==> src/rtl/adb_mon_pkg.sv <==
package adb_mon_pkg;

  localparam logic [1:0] LV_LOW  = 2'b00;
  localparam logic [1:0] LV_RAMP = 2'b01;
  localparam logic [1:0] LV_HIGH = 2'b10;

  typedef enum logic [1:0] {
    PER_IDLE  = 2'd0,
    PER_EVAL  = 2'd1,
    PER_HOLD  = 2'd2,
    PER_RECOV = 2'd3
  } period_e;

  typedef enum logic [1:0] {
    DEC_NONE  = 2'd0,
    DEC_TRUE  = 2'd1,
    DEC_FALSE = 2'd2,
    DEC_INACT = 2'd3
  } decision_e;

  localparam int NUM_KINDS = 4;
  localparam int K_MISM    = 0;
  localparam int K_EOL     = 1;
  localparam int K_CONT    = 2;
  localparam int K_INACT   = 3;

  // the unused code 2'b11 counts as a ramp
  function automatic logic [1:0] norm_lvl(input logic [1:0] code);
    return (code == 2'b11) ? LV_RAMP : code;
  endfunction

endpackage

==> src/rtl/adb_period_track.sv <==
module adb_period_track
  import adb_mon_pkg::*;
(
  input  logic       clk,
  input  logic       rst,
  input  logic [1:0] lvl,
  output period_e    period
);

  logic last_high;

  always_ff @(posedge clk) begin
    if (rst) begin
      last_high <= 1'b0;
    end else if (lvl == LV_HIGH) begin
      last_high <= 1'b1;
    end else if (lvl == LV_LOW) begin
      last_high <= 1'b0;
    end
  end

  always_comb begin
    unique case (lvl)
      LV_LOW:  period = PER_IDLE;
      LV_HIGH: period = PER_HOLD;
      default: period = last_high ? PER_RECOV : PER_EVAL;
    endcase
  end

endmodule

==> src/rtl/adb_input_check.sv <==
module adb_input_check
  import adb_mon_pkg::*;
(
  input  logic       clk,
  input  logic       rst,
  input  period_e    period,
  input  logic [1:0] in_t,
  input  logic [1:0] in_f,
  output logic       hit_cont,
  output logic       hit_inact,
  output logic       hit_eol,
  output decision_e  dec_now
);

  period_e    prev_p;
  logic [1:0] prev_t;
  logic [1:0] prev_f;

  always_ff @(posedge clk) begin
    if (rst) begin
      prev_p <= PER_IDLE;
      prev_t <= LV_LOW;
      prev_f <= LV_LOW;
    end else begin
      prev_p <= period;
      prev_t <= in_t;
      prev_f <= in_f;
    end
  end

  logic on_ramp;
  logic moved;
  logic in_eval;

  always_comb begin
    in_eval   = (period == PER_EVAL);
    on_ramp   = in_eval || (period == PER_RECOV);
    moved     = on_ramp && (prev_p == period) &&
                ((in_t != prev_t) || (in_f != prev_f));
    hit_cont  = in_eval && (in_t == LV_HIGH) && (in_f == LV_HIGH);
    hit_inact = in_eval && (in_t == LV_LOW) && (in_f == LV_LOW);
    hit_eol   = moved || (in_eval && ((in_t == LV_RAMP) || (in_f == LV_RAMP)));

    if ((in_t == LV_HIGH) && (in_f == LV_LOW)) begin
      dec_now = DEC_TRUE;
    end else if ((in_t == LV_LOW) && (in_f == LV_HIGH)) begin
      dec_now = DEC_FALSE;
    end else if ((in_t == LV_LOW) && (in_f == LV_LOW)) begin
      dec_now = DEC_INACT;
    end else begin
      dec_now = DEC_NONE;
    end
  end

endmodule

==> src/rtl/adb_output_check.sv <==
module adb_output_check
  import adb_mon_pkg::*;
(
  input  logic       clk,
  input  logic       rst,
  input  period_e    period,
  input  decision_e  dec_now,
  input  logic [1:0] pc,
  input  logic [1:0] out_t,
  input  logic [1:0] out_f,
  output logic       hit_mism
);

  decision_e dec_q;
  decision_e dec_use;

  always_ff @(posedge clk) begin
    if (rst) begin
      dec_q <= DEC_NONE;
    end else begin
      unique case (period)
        PER_IDLE: dec_q <= DEC_NONE;
        PER_EVAL: dec_q <= dec_now;
        default:  dec_q <= dec_q;
      endcase
    end
  end

  always_comb begin
    dec_use  = (period == PER_EVAL) ? dec_now : dec_q;
    hit_mism = 1'b0;
    if (period != PER_IDLE) begin
      unique case (dec_use)
        DEC_TRUE:  hit_mism = (out_t != pc) || (out_f != LV_LOW);
        DEC_FALSE: hit_mism = (out_t != LV_LOW) || (out_f != pc);
        DEC_INACT: hit_mism = (out_t != LV_LOW) || (out_f != LV_LOW);
        default:   hit_mism = 1'b0;
      endcase
    end
  end

  // a held inactive decision during Hold with a raised output must be flagged
  AST_INACT_HOLD_OUT: assert property (@(posedge clk) disable iff (rst)
    (period == PER_HOLD && dec_q == DEC_INACT && out_t != LV_LOW) |-> hit_mism);

endmodule

==> src/rtl/adb_sat_counter.sv <==
module adb_sat_counter #(
  parameter int W = 16
) (
  input  logic         clk,
  input  logic         rst,
  input  logic         inc,
  output logic [W-1:0] count
);

  localparam logic [W-1:0] CEIL = '1;

  always_ff @(posedge clk) begin
    if (rst) begin
      count <= '0;
    end else if (inc && (count != CEIL)) begin
      count <= count + 1'b1;
    end
  end

  AST_CNT_IDLE: assert property (@(posedge clk) disable iff (rst)
    !inc |=> $stable(count));
  AST_CNT_SAT: assert property (@(posedge clk) disable iff (rst)
    (count == CEIL) |=> (count == CEIL));

endmodule

==> src/rtl/adb_phase_monitor.sv <==
module adb_phase_monitor
  import adb_mon_pkg::*;
#(
  parameter int CNT_W = 16
) (
  input  logic             clk,
  input  logic             rst,
  input  logic [1:0]       pc_lvl,
  input  logic [1:0]       in_t,
  input  logic [1:0]       in_f,
  input  logic [1:0]       out_t,
  input  logic [1:0]       out_f,
  output logic [3:0]       viol_o,
  output logic [1:0]       viol_period_o,
  output logic [CNT_W-1:0] cnt_inact_o,
  output logic [CNT_W-1:0] cnt_cont_o,
  output logic [CNT_W-1:0] cnt_eol_o,
  output logic [CNT_W-1:0] cnt_mism_o
);

  logic [1:0] pc_n, it_n, if_n, ot_n, of_n;

  always_comb begin
    pc_n = norm_lvl(pc_lvl);
    it_n = norm_lvl(in_t);
    if_n = norm_lvl(in_f);
    ot_n = norm_lvl(out_t);
    of_n = norm_lvl(out_f);
  end

  period_e   period;
  decision_e dec_now;
  logic      hit_cont, hit_inact, hit_eol, hit_mism;

  adb_period_track u_track (
    .clk    (clk),
    .rst    (rst),
    .lvl    (pc_n),
    .period (period)
  );

  adb_input_check u_in (
    .clk       (clk),
    .rst       (rst),
    .period    (period),
    .in_t      (it_n),
    .in_f      (if_n),
    .hit_cont  (hit_cont),
    .hit_inact (hit_inact),
    .hit_eol   (hit_eol),
    .dec_now   (dec_now)
  );

  adb_output_check u_out (
    .clk      (clk),
    .rst      (rst),
    .period   (period),
    .dec_now  (dec_now),
    .pc       (pc_n),
    .out_t    (ot_n),
    .out_f    (of_n),
    .hit_mism (hit_mism)
  );

  logic [NUM_KINDS-1:0] pick;

  always_comb begin
    pick = '0;
    if (hit_cont) begin
      pick[K_CONT] = 1'b1;
    end else if (hit_inact) begin
      pick[K_INACT] = 1'b1;
    end else if (hit_eol) begin
      pick[K_EOL] = 1'b1;
    end else if (hit_mism) begin
      pick[K_MISM] = 1'b1;
    end
  end

  logic [NUM_KINDS-1:0] viol_q;
  period_e              period_q;

  always_ff @(posedge clk) begin
    if (rst) begin
      viol_q   <= '0;
      period_q <= PER_IDLE;
    end else begin
      viol_q   <= pick;
      period_q <= period;
    end
  end

  logic [CNT_W-1:0] cnt [NUM_KINDS];

  for (genvar g = 0; g < NUM_KINDS; g++) begin : g_cnt
    adb_sat_counter #(.W(CNT_W)) u_cnt (
      .clk   (clk),
      .rst   (rst),
      .inc   (pick[g]),
      .count (cnt[g])
    );
  end

  assign viol_o        = viol_q;
  assign viol_period_o = period_q;
  assign cnt_inact_o   = cnt[K_INACT];
  assign cnt_cont_o    = cnt[K_CONT];
  assign cnt_eol_o     = cnt[K_EOL];
  assign cnt_mism_o    = cnt[K_MISM];

  AST_VIOL_ONEHOT: assert property (@(posedge clk) disable iff (rst)
    $onehot0(viol_o));
  AST_HOLD_TAG: assert property (@(posedge clk) disable iff (rst)
    (pc_lvl == LV_HIGH) |=> (viol_period_o == PER_HOLD));
  AST_IDLE_QUIET: assert property (@(posedge clk) disable iff (rst)
    (pc_lvl == LV_LOW) |=> (viol_o == '0));
  AST_CONT_FLAG: assert property (@(posedge clk) disable iff (rst)
    (period == PER_EVAL && in_t == LV_HIGH && in_f == LV_HIGH) |=> viol_o[K_CONT]);
  AST_RESET_CLEAR: assert property (@(posedge clk) disable iff (rst)
    $past(rst) |-> (viol_o == '0 && cnt_mism_o == '0));

endmodule

==> config.mk <==
export PLATFORM = sky130hd
export DESIGN_NAME = adb_phase_monitor
export DESIGN_NICKNAME = d
export VERILOG_FILES = /design/src/rtl/adb_mon_pkg.sv /design/src/rtl/adb_period_track.sv /design/src/rtl/adb_input_check.sv /design/src/rtl/adb_output_check.sv /design/src/rtl/adb_sat_counter.sv /design/src/rtl/adb_phase_monitor.sv
export SDC_FILE = /design/constraint.sdc
export NUM_CORES = 1
export LEC_CHECK = 0
export BUFFER_PORTS_ARGS = -buffer_cell sky130_fd_sc_hd__buf_2
export CAP_MARGIN = 20
export CORE_MARGIN = 3
export CORE_UTILIZATION = 30
export CTS_CLUSTER_DIAMETER = 80
export DETAILED_ROUTE_END_ITERATION = 10
export PLACE_DENSITY = 0.51
export SYNTH_ARGS = -nofsm -noshare
export SYNTH_HDL_FRONTEND = slang
export SYNTH_SLANG_ARGS = --single-unit
==> constraint.sdc <==
create_clock -name clk -period 7.1 [get_ports clk]
set_input_delay 0.71 -clock clk [delete_from_list [all_inputs] [get_ports clk]]
set_output_delay 0.71 -clock clk [all_outputs]
set_load 0.1 [all_outputs]
Yosys cells after proc, flatten, opt, wreduce, memory -nomap -nowiden
Cells that the tools add are included.
{ "totals": {"out_inout_bits": 70, "ff_bits": 77, "elab_cells": 92} }
{ "classes": {"addsub": 4, "eq_ne": 24, "muxes": 24, "n_reduce_logical": 30} }
{ "ops": {"columns": ["cell", "n"], "rows": [
  ["16-bit by 1-bit adder with 16-bit output (second input constant)", 4],
  ["16-bit != test (second input constant)", 4],
  ["2-bit 2-to-1 mux", 12],
  ["2-bit == test (second input constant)", 11],
  ["1-bit logical AND", 14],
  ["2-bit nonzero test", 5],
  ["1-bit 2-to-1 mux", 9],
  ["2-bit by 1-bit == test with 1-bit output (second input constant)", 4],
  ["2-bit logical NOT", 4],
  ["2-bit != test", 4],
  ["2-bit case mux with 2 select lines", 2],
  ["1-bit logical OR", 7],
  ["1-bit case mux with 3 select lines", 1],
  ["2-bit == test", 1]
]} }

Longest topological paths before layout
{ "depth": {"depth_word": 16, "ltp_mapped": 9, "depth_no_buf": 7} }

By module
A second synthesis with hierarchy kept.
{ "hier_totals": {"cells_unflattened": 481, "hier_area_um2": 4150.2} }
{ "by_module_without_submodules": {"columns": ["mod", "n_inst", "cells_per_inst", "seq_area_each_um2", "area_each_um2"], "rows": [
  ["adb_sat_counter", 4, 99, 320.3, 848.3],
  ["adb_input_check", 1, 29, 120.1, 262.8],
  ["adb_phase_monitor", 1, 27, 120.1, 241.5],
  ["adb_output_check", 1, 25, 40.0, 200.2],
  ["adb_period_track", 1, 4, 20.0, 52.6]
]} }

Worst setup path before layout
Ideal clock, no wire load.
{ "synth_timing": {"path_kind": "register to register", "startpoint": "register g_cnt[2].u_cnt.count[7]", "endpoint": "register g_cnt[2].u_cnt.count[15]", "arrival_time_ns": 2.647, "stages_incl_launch_ff": 7, "slack_ns": 4.326, "path_buffers": 0, "synth_period_minus_slack_ns": 2.774, "path_cell_list": "dfxtp_1 nand4_1 or3_1 o311ai_1 nor3_1 xnor2_1 nor2_1"} }
{ "synth_via": {"elab_chain_len": 2, "elab_cells_between_ends": 3, "classes_between": "add/sub (1); eq/ne (1); reduce/logical (1)"} }
{ "synth_lines": {"columns": ["item", "line_no", "text"], "rows": [
  ["start: declaration", "adb_sat_counter.sv:7", "output logic [W-1:0] count"],
  ["start signal: assignment", "adb_sat_counter.sv:16", "count <= count + 1'b1;"],
  ["branches (longest 2 deep; another with 16-bit by 1-bit adder with 16-bit output)", null, null]
]} }
Several ways; the timed one is not identified.
A chain may end at the register's enable or synchronous reset.

Worst setup path after layout
{ "layout_timing": {"startpoint": "input port pc_lvl[0]", "endpoint": "register g_cnt[0].u_cnt.count[6]"} }
{ "layout_via": {"elab_chain_len": 14, "elab_cells_between_ends": 33, "classes_between": "eq/ne (10); mux (9); reduce/logical (14)"} }
{ "layout_lines": {"columns": ["item", "line_no", "text"], "rows": [
  ["start: declaration", "adb_phase_monitor.sv:8", "input logic [1:0] pc_lvl,"],
  ["2-bit == test", "adb_mon_pkg.sv:29", "return (code == 2'b11) ? LV_RAMP : code;"],
  ["2-bit 2-to-1 mux *", "adb_mon_pkg.sv:29", null],
  ["2-bit == test / 2-bit logical NOT (equally long branches)", "adb_period_track.sv:23", "unique case (lvl)"],
  ["2-bit case mux with 2 select lines", "adb_period_track.sv:23", null],
  ["2-bit by 1-bit == test with 1-bit output", "adb_input_check.sv:36, adb_output_check.sv:30", null],
  ["2-bit 2-to-1 mux", "adb_output_check.sv:30", "dec_use = (period == PER_EVAL) ? dec_now : dec_q;"],
  ["2-bit == test / 2-bit by 1-bit == test with 1-bit output (equally long branches)", "adb_output_check.sv:33", "unique case (dec_use)"],
  ["1-bit case mux with 3 select lines", "adb_output_check.sv:33", null],
  ["1-bit 2-to-1 mux", "adb_output_check.sv:32", "if (period != PER_IDLE) begin"],
  ["1-bit 2-to-1 mux", "adb_phase_monitor.sv:75", "end else if (hit_mism) begin"],
  ["1-bit 2-to-1 mux", "adb_phase_monitor.sv:73", "end else if (hit_eol) begin"],
  ["2-bit 2-to-1 mux", "adb_phase_monitor.sv:71", "end else if (hit_inact) begin"],
  ["2-bit 2-to-1 mux *", "adb_phase_monitor.sv:69", "if (hit_cont) begin"],
  ["1-bit logical AND *", "adb_sat_counter.sv:15", "end else if (inc && (count != CEIL)) begin"],
  ["end signal: assignment", "adb_sat_counter.sv:16", null],
  ["end: declaration", "adb_sat_counter.sv:7", null]
]} }
Mark *: on every way between the ends. The rest lies on a longest branch, timed or not.

==> results.yml <==
run_status:
  run_status: "finished, final reports clean"
timing:
  maxSlewViolCount: 0
  fin_setup_tns_ps: 0
  setup-violations-final: 0
  fin_crit_sh_pct: 42.0
  fin_worst_skew_ps: 4.56
  min_period_ps: 2980
  maxSlewHeadroom_pct: 40.3
  timing.fmax_mhz: 336
  worst_slew_pin_slew_ps: 896
  timing.final.hold_violations: 0
  rsz0062_at_grt: "false"
global_routing:
  grt_start_max_net_pins: 85
  grt_first_pass_wirelength_um: 15800
  globalRouteTotalUtil_pct: 13.6
  grt_remaining_overflow: 0
  antenna_violations_before_repair: 1
  number_of_global_route_vias_before_repair: 3162
die:
  chipHeight_um: 118
  die_width_um: 118
  die_footprint_mm2: 0.0140
  placeableCoreArea_mm2: 0.0122
  ioPinCount: 82
  rows: 40
  start_util_pct: 31.0
placement:
  dp_hpwl_um: 6650
  post-place-cells: 672
  routabilityCongestion: 0.792
  post_dp_cell_area_mm2: 0.00430
  place.port_buffers: 81
logic_synthesis:
  syn-num-nets: 457
  synthCells: 441
  synth_edf_count: 0
  synth-compound-area-share_pct: 13.0
  synth_cell_types: 50
  postSynth.topFlopCell: "dfxtp_1"
  synth_area_mm2: 0.00377
  ys_async_sr_fraction_pct: 0
  synth_top_family_by_area: "simple AND/OR/NAND/NOR gates"
  syn_area_per_cell_um2: 8.56
  synthesis.yosys.warnings: 0
  postSynthRegisterBits: 77
  synth_xor_xnor_area_share_pct: 6.96
  synth_adder_area_share_pct: 1.33
  synth_mux_area_share_pct: 3.41
  synth_seq_area_share_pct: 40.8
  synth_simple_gate_area_share_pct: 30.5
cts:
  cts.repair.resized: 0
  cts_root_buf: "clkbuf_16"
  source_to_sink_clock_delay_at_the_later_pin_of_the_worst_skew_pair_ps: 330
  cts_tree: "yes"
  cts_htree_levels: 3
  cts_inserted_buffers: 9
  postCtsHoldBufs: 0
  clock_tree.buffer_depth: 2
  number_of_sinks_driven_by_the_clock_tree: 77
  cts.reportedPaths.clkPinSlew_ps: 60
  postCtsSetupBuffers: 0
cells_and_area:
  postLayoutCoreUtil_pct: 37.8
  ant_diodes: 0
  area.growth.synth_to_final_pct: 21.9
  design.final.nets: 532
  total_area_of_multi_input_combinational_cells_mm2: 0.00208
  drive_above_1_share_pct: 20.9
  layout.area.seq_mm2: 0.00154
  layout.filler_cells: 1301
  design_area_mm2: 0.00460
  non_filler_instances: 689
detailed_routing:
  drc_errors: 0
  routed_wire_length_per_instance_um: 13.7
  routed-via-count: 3441
  first_iteration_detailed_routing_drc_count: 169
  drtPass1Iterations: 4
  wl_um: 9460
  vias_per_cell: 4.99
  antenna_violating_nets_post_route: 0
worst_setup_path:
  worst_setup_path_start_kind: "input pin"
  worstPathArrival_ps: 3240
  endpoint_type_of_the_worst_setup_path: "flip-flop"
  criticalPathCategory: "in2reg"
  crit_fanout: 27
  timing.reg2reg.worst_path_depth: 6
  required_ps: 7360
hold_path:
  timing.hold.worst_path_depth: 2
  hold_path.class: "reg2reg"
power:
  worst_ir_drop_on_vdd_mv: 0.0883
  power_density_mw_per_mm2: 212
  leakagePower_nw: 1.76
  total_power_mw: 0.974
flow_run:
  max-cap-violations: 0
worst paths after layout:
kind	endpoint	slack, ps	from
max	g_cnt[0].u_cnt.count[6]	4120	pc_lvl[0]
min	g_cnt[1].u_cnt.count[15]	500	g_cnt[1].u_cnt.count[15]
max reg2reg	g_cnt[0].u_cnt.count[6]	4280	u_track.last_high
min reg2reg	g_cnt[1].u_cnt.count[15]	500	g_cnt[1].u_cnt.count[15]
state kept, by name (all words and copies together), names as in the netlist:
register and cells:
u_in.prev_t 2, g_cnt.u_cnt.count 64, u_track.last_high 1, u_in.prev_f 2, viol_o 4, viol_period_o 2
u_out.dec_q 2
stage by stage:
stage                     setup slack, ps  hold WS [ps]
after floorplan                      4330           479
after global placement               3920           484
after detailed placement             3800           490
after CTS                            4150           500
after global routing                 3950           528
final                                4120           500
routing by layer:
layer | track usage, % | wire length [µm] | vias to the layer above
met5 | 0 | 8 | -
met4 | 4.40 | 149 | 2
met3 | 5.31 | 474 | 13
li1 | - | - | 1739
met2 | 22.0 | 4700 | 53
met1 | 16.8 | 4130 | 1634
final cells by class:
type | instances | share of cell area (%)
well taps | 168 | 4.57
clock buffers | 11 | 5.27
inverters | 13 | 1.06
flip-flops and latches | 77 | 33.5
repair buffers | 84 | 9.30
clock inverters | 5 | 1.09
multi-input cells | 331 | 45.2
cell usage in the layout, fill, tap and decap left out, types with 2 or more instances in the layout:
cell        n
o21a_1      2
and3_1      6
o211ai_1    3
and2_1      4
buf_4       2
nor2b_1    13
mux2_1      6
o31ai_1    10
ha_1        4
nor4_1     10
o21ai_0    20
xnor2_1    14
or3_1      19
nand3b_1    3
xor2_1     16
buf_2      81
mux2i_1     5
or4_1       9
nor4_2      2
or4b_1      2
nor3b_1     4
a21oi_1    28
clkbuf_16   9
nand2b_1    3
nor3_1     10
nand4_1    16
nor2_1     51
nand2_1    29
a22oi_1     2
nand3_1    20
and4_1      4
dfxtp_1    77
or2_2       2
clkinv_2    4
inv_1      13
cells by family (layout without fill, tap and decap cells):
| group | count (synthesis) | in the layout |
|---|---|---|
| mux | 12 | 12 |
| flops | 77 | 77 |
| simple gates | 210 | 210 |
| fa+ha+maj | 4 | 4 |
| buf+inv | 33 | 113 |
| xor+xnor | 30 | 30 |
| compound gates | 75 | 75 |
synthesized netlist by cell type, types with 5 or more instances:
cell type | instances | area (µm²)
a21oi_1 | 28 | 140
and3_1 | 6 | 37.5
clkbuf_1 | 10 | 37.5
dfxtp_1 | 77 | 1540
inv_1 | 13 | 48.8
mux2_1 | 6 | 67.6
mux2i_1 | 5 | 50.1
nand2_1 | 29 | 109
nand3_1 | 20 | 100
nand4_1 | 16 | 100
nor2_1 | 51 | 191
nor2b_1 | 13 | 81.3
nor3_1 | 10 | 50.1
nor4_1 | 10 | 62.6
o21ai_0 | 20 | 100
o31ai_1 | 10 | 75.1
or3_1 | 19 | 119
or4_1 | 9 | 67.6
xnor2_1 | 14 | 123
xor2_1 | 16 | 140
critical path: stages:
cell and delay, ps:
buf_2 210, or4b_1 640, o32ai_4 200, nand3_2 90
a211o_1 620, or4_1 580, a21oi_1 170
power breakdown:
part,switching (mW),internal [mW]
clock,0.179,0.279
sequential,0.00475,0.437
combinational,0.0573,0.0173
total,0.241,0.734
Power figures use the tool's default switching activity.
